$ cat src/rtl/pwm16_pkg.sv
// Shared types for the multi-mode PWM timer.
// Assumes a 4-bit mode code; the counter width is set per instance.
package pwm16_pkg;

    localparam int MODE_W   = 4;
    localparam int NCMP     = 2;
    localparam int NFLAG    = NCMP + 1;
    localparam logic [4:0] FULL_BITS = 5'd31;

    typedef enum logic [1:0] {TOP_FIXED, TOP_CMPA, TOP_CAPT} top_src_e;
    typedef enum logic [1:0] {UPD_NONE, UPD_NOW, UPD_AT_TOP, UPD_AT_BOT} upd_pt_e;
    typedef enum logic [1:0] {OVF_NONE, OVF_AT_MAX, OVF_AT_TOP, OVF_AT_BOT} ovf_pt_e;

    typedef struct packed {
        top_src_e   src;
        logic [4:0] fix_bits;
        upd_pt_e    upd;
        ovf_pt_e    ovf;
        logic       dual;
        logic       fast;
        logic       hold;
    } mode_cfg_t;

endpackage

$ cat src/rtl/pwm16_mode_decode.sv
// Mode table: turns the 4-bit mode code into a configuration record and
// resolves the current TOP value from its source.
// Assumes the compare A input is the active (not shadow) value.
module pwm16_mode_decode
    import pwm16_pkg::*;
#(
    parameter int CNT_W = 16
) (
    input  logic [MODE_W-1:0] mode,
    input  logic [CNT_W-1:0]  cmpa_act,
    input  logic [CNT_W-1:0]  capt,
    output mode_cfg_t         cfg,
    output logic [CNT_W-1:0]  top
);

    localparam logic [CNT_W:0] ONE = {{CNT_W{1'b0}}, 1'b1};

    logic [CNT_W:0] fixed_wide;

    // Purpose: table lookup of the per-mode configuration.
    always_comb begin
        cfg = '{src: TOP_FIXED, fix_bits: FULL_BITS, upd: UPD_NOW,
                ovf: OVF_AT_MAX, dual: 1'b0, fast: 1'b0, hold: 1'b0};
        case (mode)
            4'd0: ;
            4'd1, 4'd2, 4'd3: begin
                cfg.fix_bits = 5'd7 + 5'(mode);
                cfg.upd      = UPD_AT_TOP;
                cfg.ovf      = OVF_AT_BOT;
                cfg.dual     = 1'b1;
            end
            4'd4: cfg.src = TOP_CMPA;
            4'd5, 4'd6, 4'd7: begin
                cfg.fix_bits = 5'(mode) + 5'd3;
                cfg.upd      = UPD_AT_BOT;
                cfg.ovf      = OVF_AT_TOP;
                cfg.fast     = 1'b1;
            end
            4'd8, 4'd9, 4'd10, 4'd11: begin
                cfg.src  = mode[0] ? TOP_CMPA : TOP_CAPT;
                cfg.upd  = mode[1] ? UPD_AT_TOP : UPD_AT_BOT;
                cfg.ovf  = OVF_AT_BOT;
                cfg.dual = 1'b1;
            end
            4'd12: cfg.src = TOP_CAPT;
            4'd13: begin
                cfg.upd  = UPD_NONE;
                cfg.ovf  = OVF_NONE;
                cfg.hold = 1'b1;
            end
            default: begin
                cfg.src  = mode[0] ? TOP_CMPA : TOP_CAPT;
                cfg.upd  = UPD_AT_BOT;
                cfg.ovf  = OVF_AT_TOP;
                cfg.fast = 1'b1;
            end
        endcase
    end

    // Purpose: pick TOP from the fixed width, compare A or the capture register.
    always_comb begin
        fixed_wide = (ONE << cfg.fix_bits) - ONE;
        case (cfg.src)
            TOP_CMPA: top = cmpa_act;
            TOP_CAPT: top = capt;
            default:  top = (32'(cfg.fix_bits) >= CNT_W) ? '1 : fixed_wide[CNT_W-1:0];
        endcase
    end

endmodule

$ cat src/rtl/pwm16_counter.sv
// Up or up/down counter with TOP and BOTTOM event detection.
// Assumes events are judged on the value held during the enabled cycle.
module pwm16_counter #(
    parameter int CNT_W = 16
) (
    input  logic             clk,
    input  logic             rst_n,
    input  logic             tick,
    input  logic             dual,
    input  logic             hold,
    input  logic [CNT_W-1:0] top,
    output logic [CNT_W-1:0] cnt,
    output logic             dir_down,
    output logic             ev_top,
    output logic             ev_bot,
    output logic             ev_max
);

    logic [CNT_W-1:0] cnt_q;
    logic             dir_q;
    logic             run;
    logic             at_top;
    logic             at_zero;

    // Purpose: decode the TOP, BOTTOM and MAX events of the current tick.
    always_comb begin
        run     = tick && !hold;
        at_zero = (cnt_q == '0);
        at_top  = (cnt_q >= top) && !(dual && dir_q);
        ev_top  = run && at_top;
        ev_bot  = run && (dual ? (dir_q && at_zero) : at_top);
        ev_max  = run && !dual && (cnt_q == '1);
    end

    // Purpose: advance the count and direction on each enabled tick.
    always_ff @(posedge clk) begin
        if (!rst_n) begin
            cnt_q <= '0;
            dir_q <= 1'b0;
        end else if (run) begin
            if (!dual) begin
                dir_q <= 1'b0;
                cnt_q <= at_top ? '0 : cnt_q + 1'b1;
            end else if (!dir_q) begin
                if (at_top) begin
                    dir_q <= 1'b1;
                    cnt_q <= at_zero ? '0 : cnt_q - 1'b1;
                end else begin
                    cnt_q <= cnt_q + 1'b1;
                end
            end else if (at_zero) begin
                dir_q <= 1'b0;
                cnt_q <= (top == '0) ? '0 : {{(CNT_W-1){1'b0}}, 1'b1};
            end else begin
                cnt_q <= cnt_q - 1'b1;
            end
        end
    end

    assign cnt      = cnt_q;
    assign dir_down = dir_q;

endmodule

$ cat src/rtl/pwm16_cmp_reg.sv
// One compare channel register pair: a shadow written by software and an
// active copy used by the comparator.
// Assumes imm and upd_ev are never high together (the mode table ensures it).
module pwm16_cmp_reg #(
    parameter int CNT_W = 16
) (
    input  logic             clk,
    input  logic             rst_n,
    input  logic             we,
    input  logic [CNT_W-1:0] wdata,
    input  logic             imm,
    input  logic             upd_ev,
    output logic [CNT_W-1:0] act
);

    logic [CNT_W-1:0] shadow_q;
    logic [CNT_W-1:0] act_q;

    // Purpose: capture writes in the shadow and load the active copy.
    always_ff @(posedge clk) begin
        if (!rst_n) begin
            shadow_q <= '0;
            act_q    <= '0;
        end else begin
            if (we) shadow_q <= wdata;
            if (we && imm)   act_q <= wdata;
            else if (upd_ev) act_q <= shadow_q;
        end
    end

    assign act = act_q;

endmodule

$ cat src/rtl/pwm16_wave_out.sv
// PWM output stage of one channel for fast and dual-slope shapes.
// Assumes match is already gated with the tick and the reserved mode.
module pwm16_wave_out (
    input  logic clk,
    input  logic rst_n,
    input  logic fast,
    input  logic dual,
    input  logic ev_top,
    input  logic match,
    input  logic dir_down,
    output logic pwm
);

    logic pwm_q;

    // Purpose: set/clear the output at the points the active shape defines.
    always_ff @(posedge clk) begin
        if (!rst_n)             pwm_q <= 1'b0;
        else if (!fast && !dual) pwm_q <= 1'b0;
        else if (fast) begin
            if (ev_top)     pwm_q <= 1'b1;
            else if (match) pwm_q <= 1'b0;
        end else if (match) pwm_q <= dir_down;
    end

    assign pwm = pwm_q;

endmodule

$ cat src/rtl/pwm16_timer.sv
// Top of the multi-mode PWM timer: mode register, capture register,
// compare channels, counter, output stages and sticky flags.
// Assumes tick is a single-cycle enable from an external prescaler.
module pwm16_timer
    import pwm16_pkg::*;
#(
    parameter int CNT_W = 16
) (
    input  logic              clk,
    input  logic              rst_n,
    input  logic              tick,
    input  logic              mode_we,
    input  logic [MODE_W-1:0] mode_wd,
    input  logic              ocra_we,
    input  logic              ocrb_we,
    input  logic              cap_we,
    input  logic [CNT_W-1:0]  wdata,
    input  logic [NFLAG-1:0]  flag_clr,
    output logic [CNT_W-1:0]  count,
    output logic              pwm_a,
    output logic              pwm_b,
    output logic              ovf_flag,
    output logic              cmpa_flag,
    output logic              cmpb_flag
);

    logic [MODE_W-1:0] mode_q;
    logic [CNT_W-1:0]  capt_q;
    mode_cfg_t         cfg;
    logic [CNT_W-1:0]  top;
    logic [CNT_W-1:0]  cnt;
    logic              dir_down;
    logic              ev_top, ev_bot, ev_max;
    logic              upd_ev, ovf_ev;
    logic [NCMP-1:0]   wr;
    logic [NCMP-1:0]   match;
    logic [NCMP-1:0]   pwm;
    logic [CNT_W-1:0]  act [NCMP];
    logic [NFLAG-1:0]  flags_q;

    // Purpose: hold the mode code and the capture register.
    always_ff @(posedge clk) begin
        if (!rst_n) begin
            mode_q <= '0;
            capt_q <= '0;
        end else begin
            if (mode_we) mode_q <= mode_wd;
            if (cap_we)  capt_q <= wdata;
        end
    end

    pwm16_mode_decode #(.CNT_W(CNT_W)) dec_i (
        .mode     (mode_q),
        .cmpa_act (act[0]),
        .capt     (capt_q),
        .cfg      (cfg),
        .top      (top)
    );

    pwm16_counter #(.CNT_W(CNT_W)) cnt_i (
        .clk      (clk),
        .rst_n    (rst_n),
        .tick     (tick),
        .dual     (cfg.dual),
        .hold     (cfg.hold),
        .top      (top),
        .cnt      (cnt),
        .dir_down (dir_down),
        .ev_top   (ev_top),
        .ev_bot   (ev_bot),
        .ev_max   (ev_max)
    );

    // Purpose: choose the buffer update and overflow points of the mode.
    always_comb begin
        upd_ev = (cfg.upd == UPD_AT_TOP && ev_top) || (cfg.upd == UPD_AT_BOT && ev_bot);
        case (cfg.ovf)
            OVF_AT_MAX: ovf_ev = ev_max;
            OVF_AT_TOP: ovf_ev = ev_top;
            OVF_AT_BOT: ovf_ev = ev_bot;
            default:    ovf_ev = 1'b0;
        endcase
    end

    assign wr = {ocrb_we, ocra_we};

    for (genvar ch = 0; ch < NCMP; ch++) begin : g_ch
        pwm16_cmp_reg #(.CNT_W(CNT_W)) reg_i (
            .clk    (clk),
            .rst_n  (rst_n),
            .we     (wr[ch]),
            .wdata  (wdata),
            .imm    (cfg.upd == UPD_NOW),
            .upd_ev (upd_ev),
            .act    (act[ch])
        );

        assign match[ch] = tick && !cfg.hold && (cnt == act[ch]);

        pwm16_wave_out out_i (
            .clk      (clk),
            .rst_n    (rst_n),
            .fast     (cfg.fast),
            .dual     (cfg.dual),
            .ev_top   (ev_top),
            .match    (match[ch]),
            .dir_down (dir_down),
            .pwm      (pwm[ch])
        );
    end

    // Purpose: sticky flags, a set event wins over a clear.
    always_ff @(posedge clk) begin
        if (!rst_n) flags_q <= '0;
        else        flags_q <= (flags_q & ~flag_clr) | {match, ovf_ev};
    end

    assign count     = cnt;
    assign pwm_a     = pwm[0];
    assign pwm_b     = pwm[1];
    assign ovf_flag  = flags_q[0];
    assign cmpa_flag = flags_q[1];
    assign cmpb_flag = flags_q[2];

endmodule

$ cat config.mk
export PLATFORM = sky130hd
export DESIGN_NAME = pwm16_timer
export DESIGN_NICKNAME = d
export VERILOG_FILES = /design/src/rtl/pwm16_pkg.sv /design/src/rtl/pwm16_mode_decode.sv /design/src/rtl/pwm16_counter.sv /design/src/rtl/pwm16_cmp_reg.sv /design/src/rtl/pwm16_wave_out.sv /design/src/rtl/pwm16_timer.sv
export SDC_FILE = /design/constraint.sdc
export NUM_CORES = 1
export LEC_CHECK = 0
export BUFFER_PORTS_ARGS = -buffer_cell sky130_fd_sc_hd__buf_2
export CORE_MARGIN = 2
export CORE_UTILIZATION = 44
export CTS_CLUSTER_SIZE = 30
export DETAILED_ROUTE_END_ITERATION = 16
export GPL_TIMING_DRIVEN = 0
export PLACE_DENSITY_LB_ADDON = 0.12
export SLEW_MARGIN = 20
export SYNTH_ARGS = -nofsm -noshare
export SYNTH_HDL_FRONTEND = slang
export SYNTH_SLANG_ARGS = --single-unit
$ cat constraint.sdc
create_clock -name clk -period 6.4 [get_ports clk]
set_clock_uncertainty 0.1 [all_clocks]
set_input_delay 0.64 -clock clk [delete_from_list [all_inputs] [get_ports clk]]
set_output_delay 0.64 -clock clk [all_outputs]
set_load 0.05 [all_outputs]
==> impl_metrics.yaml <==
clock_network:
  clock_sinks: 106
  cts_buffers: 9
  postCtsHoldBufs: 0
  cts_tree: "done"
  clock_path_buffers: 2
  clkLatencyLatePin_ns: 0.36
  h-tree-depth: 3
  root_buffer: "clkbuf_16"
  path_clk_slew_ns: 0.08
yosys:
  synthArstFlopShare: 0
  syn_nets: 840
  ys_seq_area_frac: 0.322
  syn_area_um2: 6590
  synth_edf_count: 0
  ys_ff_latch: 106
  yosys_most_used_dff: "dfxtp_1"
  synthCells: 785
  syn_area_per_cell_um2: 8.39
  yosysWarnings: 0
  netlist-cell-type-count: 70
die:
  die_x_um: 126
  design.die.area_um2: 16000
  start_util: 0.451
  die_height_um: 126
  io_pins: 51
  fp-row-count: 44
  core_um2: 14600
setup_path:
  r2r-end: "g_ch[1].reg_i.act[3]"
  critPathLaunch: "mode_q[0]"
  critPathTopFamily: "simple AND/OR/NAND/NOR gates"
  critPathLaunchType: "flip-flop"
  ff2ff_setup_slack_ns: 0.39
  path_buf_inv: 4
  reg2reg_from: "mode_q[0]"
  crit_slowest_cell: "dfxtp_4"
  worstPathArrival_ns: 6.13
  critPathRequiredTime_ns: 6.52
  cp_num_cells: 27
  worstRegToRegCells: 27
  critPathCapture: "g_ch[1].reg_i.act[3]"
  path_max_fanout: 10
  end_kind: "flip-flop"
  slowest_delay_ns: 0.44
  critPathKind: "flip-flop to flip-flop"
  crit_top_cell: "ha_1"
place:
  hpwl_um: 16900
  gp_routability_congestion: 0.953
  dp.cells: 1015
  port_buffers: 46
drt:
  route.detailed.drc: 0
  drtPass1Iterations: 6
  vias: 6405
  ant_nets: 0
  wl_per_cell_um: 21.9
  vias_per_cell: 6.19
  drtIter0Drc: 659
  wirelength_um: 22600
cells_and_area:
  seqCellArea_um2: 2130
  fin_nets: 900
  mostFrequentLayoutCell: "dfxtp_1"
  drive_above_1_share: 0.145
  stdcell_count: 1034
  diodes: 0
  fillers: 1437
  area_growth_pct: 12.8
  final_cell_mix: "104 x dfxtp_1, 81 x nor2_1, 73 x mux2i_1"
  post-route-util: 0.509
  multi_input_area_um2: 4100
global_routing:
  grt_max_degree: 20
  gr-total-overflow: 0
  grt_pass1_wl_um: 34700
  grt_pass1_vias: 6079
  met2_usage: 0.455
  grt.met3_usage: 0.0380
  grt_busiest_layer: "met2"
  grt_util_all_layers: 0.281
  met1_usage: 0.384
  antenna_found_initial: 0
outcome:
  status: "finished, final reports clean"
sta:
  clock.fmax_mhz: 166
  timing.hold.ws_ns: 0.365
  hold_viol_final: 0
  period_minus_slack_ns: 6.01
  relSlewSlack: 0.492
  setup_tns_ns: 0
  setup_viol: 0
  post-route-period-util: 0.938
  tightest_slew_ns: 0.763
  finalMaxSlewViolations: 0
  rsz0062_at_grt: "no"
pwr:
  total_power_mw: 1.71
  p_leak_nw: 3.24
  vdd_drop_max_uv: 219
  power_density_nw_per_um2: 230
min_path:
  worst_hold_path_type: "flip-flop to flip-flop"
flow_run:
  cap_violations: 0
[tightest hold or removal path, delay by kind of cell (launching register included)]
family / cells / cell delay, ns
flip-flops: 1 / 0.31
AND/OR/NAND/NOR: 1 / 0.06
AO/OA/AOI/OAI: 1 / 0.05
[worst min path at each step]
stage,slack (ns),depth (start not counted),start,to
6_report,0.37,2,flags_q[2],flags_q[2]
5_1_grt,0.40,2,flags_q[2],flags_q[2]
4_1_cts,0.37,2,flags_q[2],flags_q[2]
3_5_place_dp,0.35,2,flags_q[2],flags_q[2]
3_3_place_gp,0.36,2,flags_q[2],flags_q[2]
2_1_floorplan,0.36,2,capt_q[11],capt_q[11]
[final cells by class]
class / count / share of cell area
Buffer: 70 / 0.0489
Clock buffer: 10 / 0.0308
Clock inverter: 6 / 0.0111
Inverter: 11 / 0.00606
Multi-Input combinational cell: 598 / 0.552
Sequential cell: 106 / 0.286
Tap cell: 184 / 0.0310
Timing Repair Buffer: 49 / 0.0340
[Yosys cell counts, types with 24 or more instances]
cell type | count | area share
nand4_1 | 26 | 0.025
clkbuf_1 | 36 | 0.021
ha_1 | 25 | 0.047
mux2i_1 | 73 | 0.11
nand2_1 | 57 | 0.032
a21oi_1 | 49 | 0.037
nor3_1 | 24 | 0.018
xnor2_1 | 24 | 0.032
nor2_1 | 84 | 0.048
dfxtp_1 | 106 | 0.32
o21ai_0 | 37 | 0.028
[metrics by stage]
| step | area [µm²] | worst slack, ns |
|---|---|---|
| 2_1_floorplan | 6590 | 1.03 |
| 3_3_place_gp | 7050 | -0.304 |
| 3_5_place_dp | 7050 | -0.361 |
| 4_1_cts | 7380 | 0.0567 |
| 5_1_grt | 7430 | 0.00321 |
| 6_report | 7430 | 0.394 |
[sequential cells by signal (all words and copies together), names as in the netlist]
register	flops
g_ch.reg_i.act	32
g_ch.reg_i.shadow_q	32
capt_q	16
cnt_i.cnt	16
mode_q	4
flags_q	3
g_ch.out_i.pwm	2
cnt_i.dir_down	1
[cell families after synthesis]
group	synth area share
AND/OR/NAND/NOR	0.197
AO/OA/AOI/OAI	0.207
flip-flops	0.322
buffers and inverters	0.0612
multiplexers	0.114
XOR/XNOR	0.0505
adder cells (fa/ha/maj)	0.0475
[power by group]
part | leakage (nW) | internal (mW) | switching, mW
clock network | 0.148 | 0.313 | 0.278
logic | 2.22 | 0.142 | 0.229
registers | 0.871 | 0.700 | 0.0434
[metal layers]
metal / share of wire / wire length [µm] / vias to the layer above
li1: - / - / 3007
met1: 0.45 / 10100 / 3085
met2: 0.46 / 10400 / 270
met3: 0.064 / 1450 / 43
met4: 0.030 / 686 / 0
met5: 0 / 0 / -
[what timing repair did]
item | CTS | global route
gates cloned | 0 | 0
resized for setup | 5 | 11
setup buffers | 1 | 2
setup endpoints to repair | 48 | 48
pin swaps | 1 | 0
Note: power is estimated with default switching activity, not from simulation.
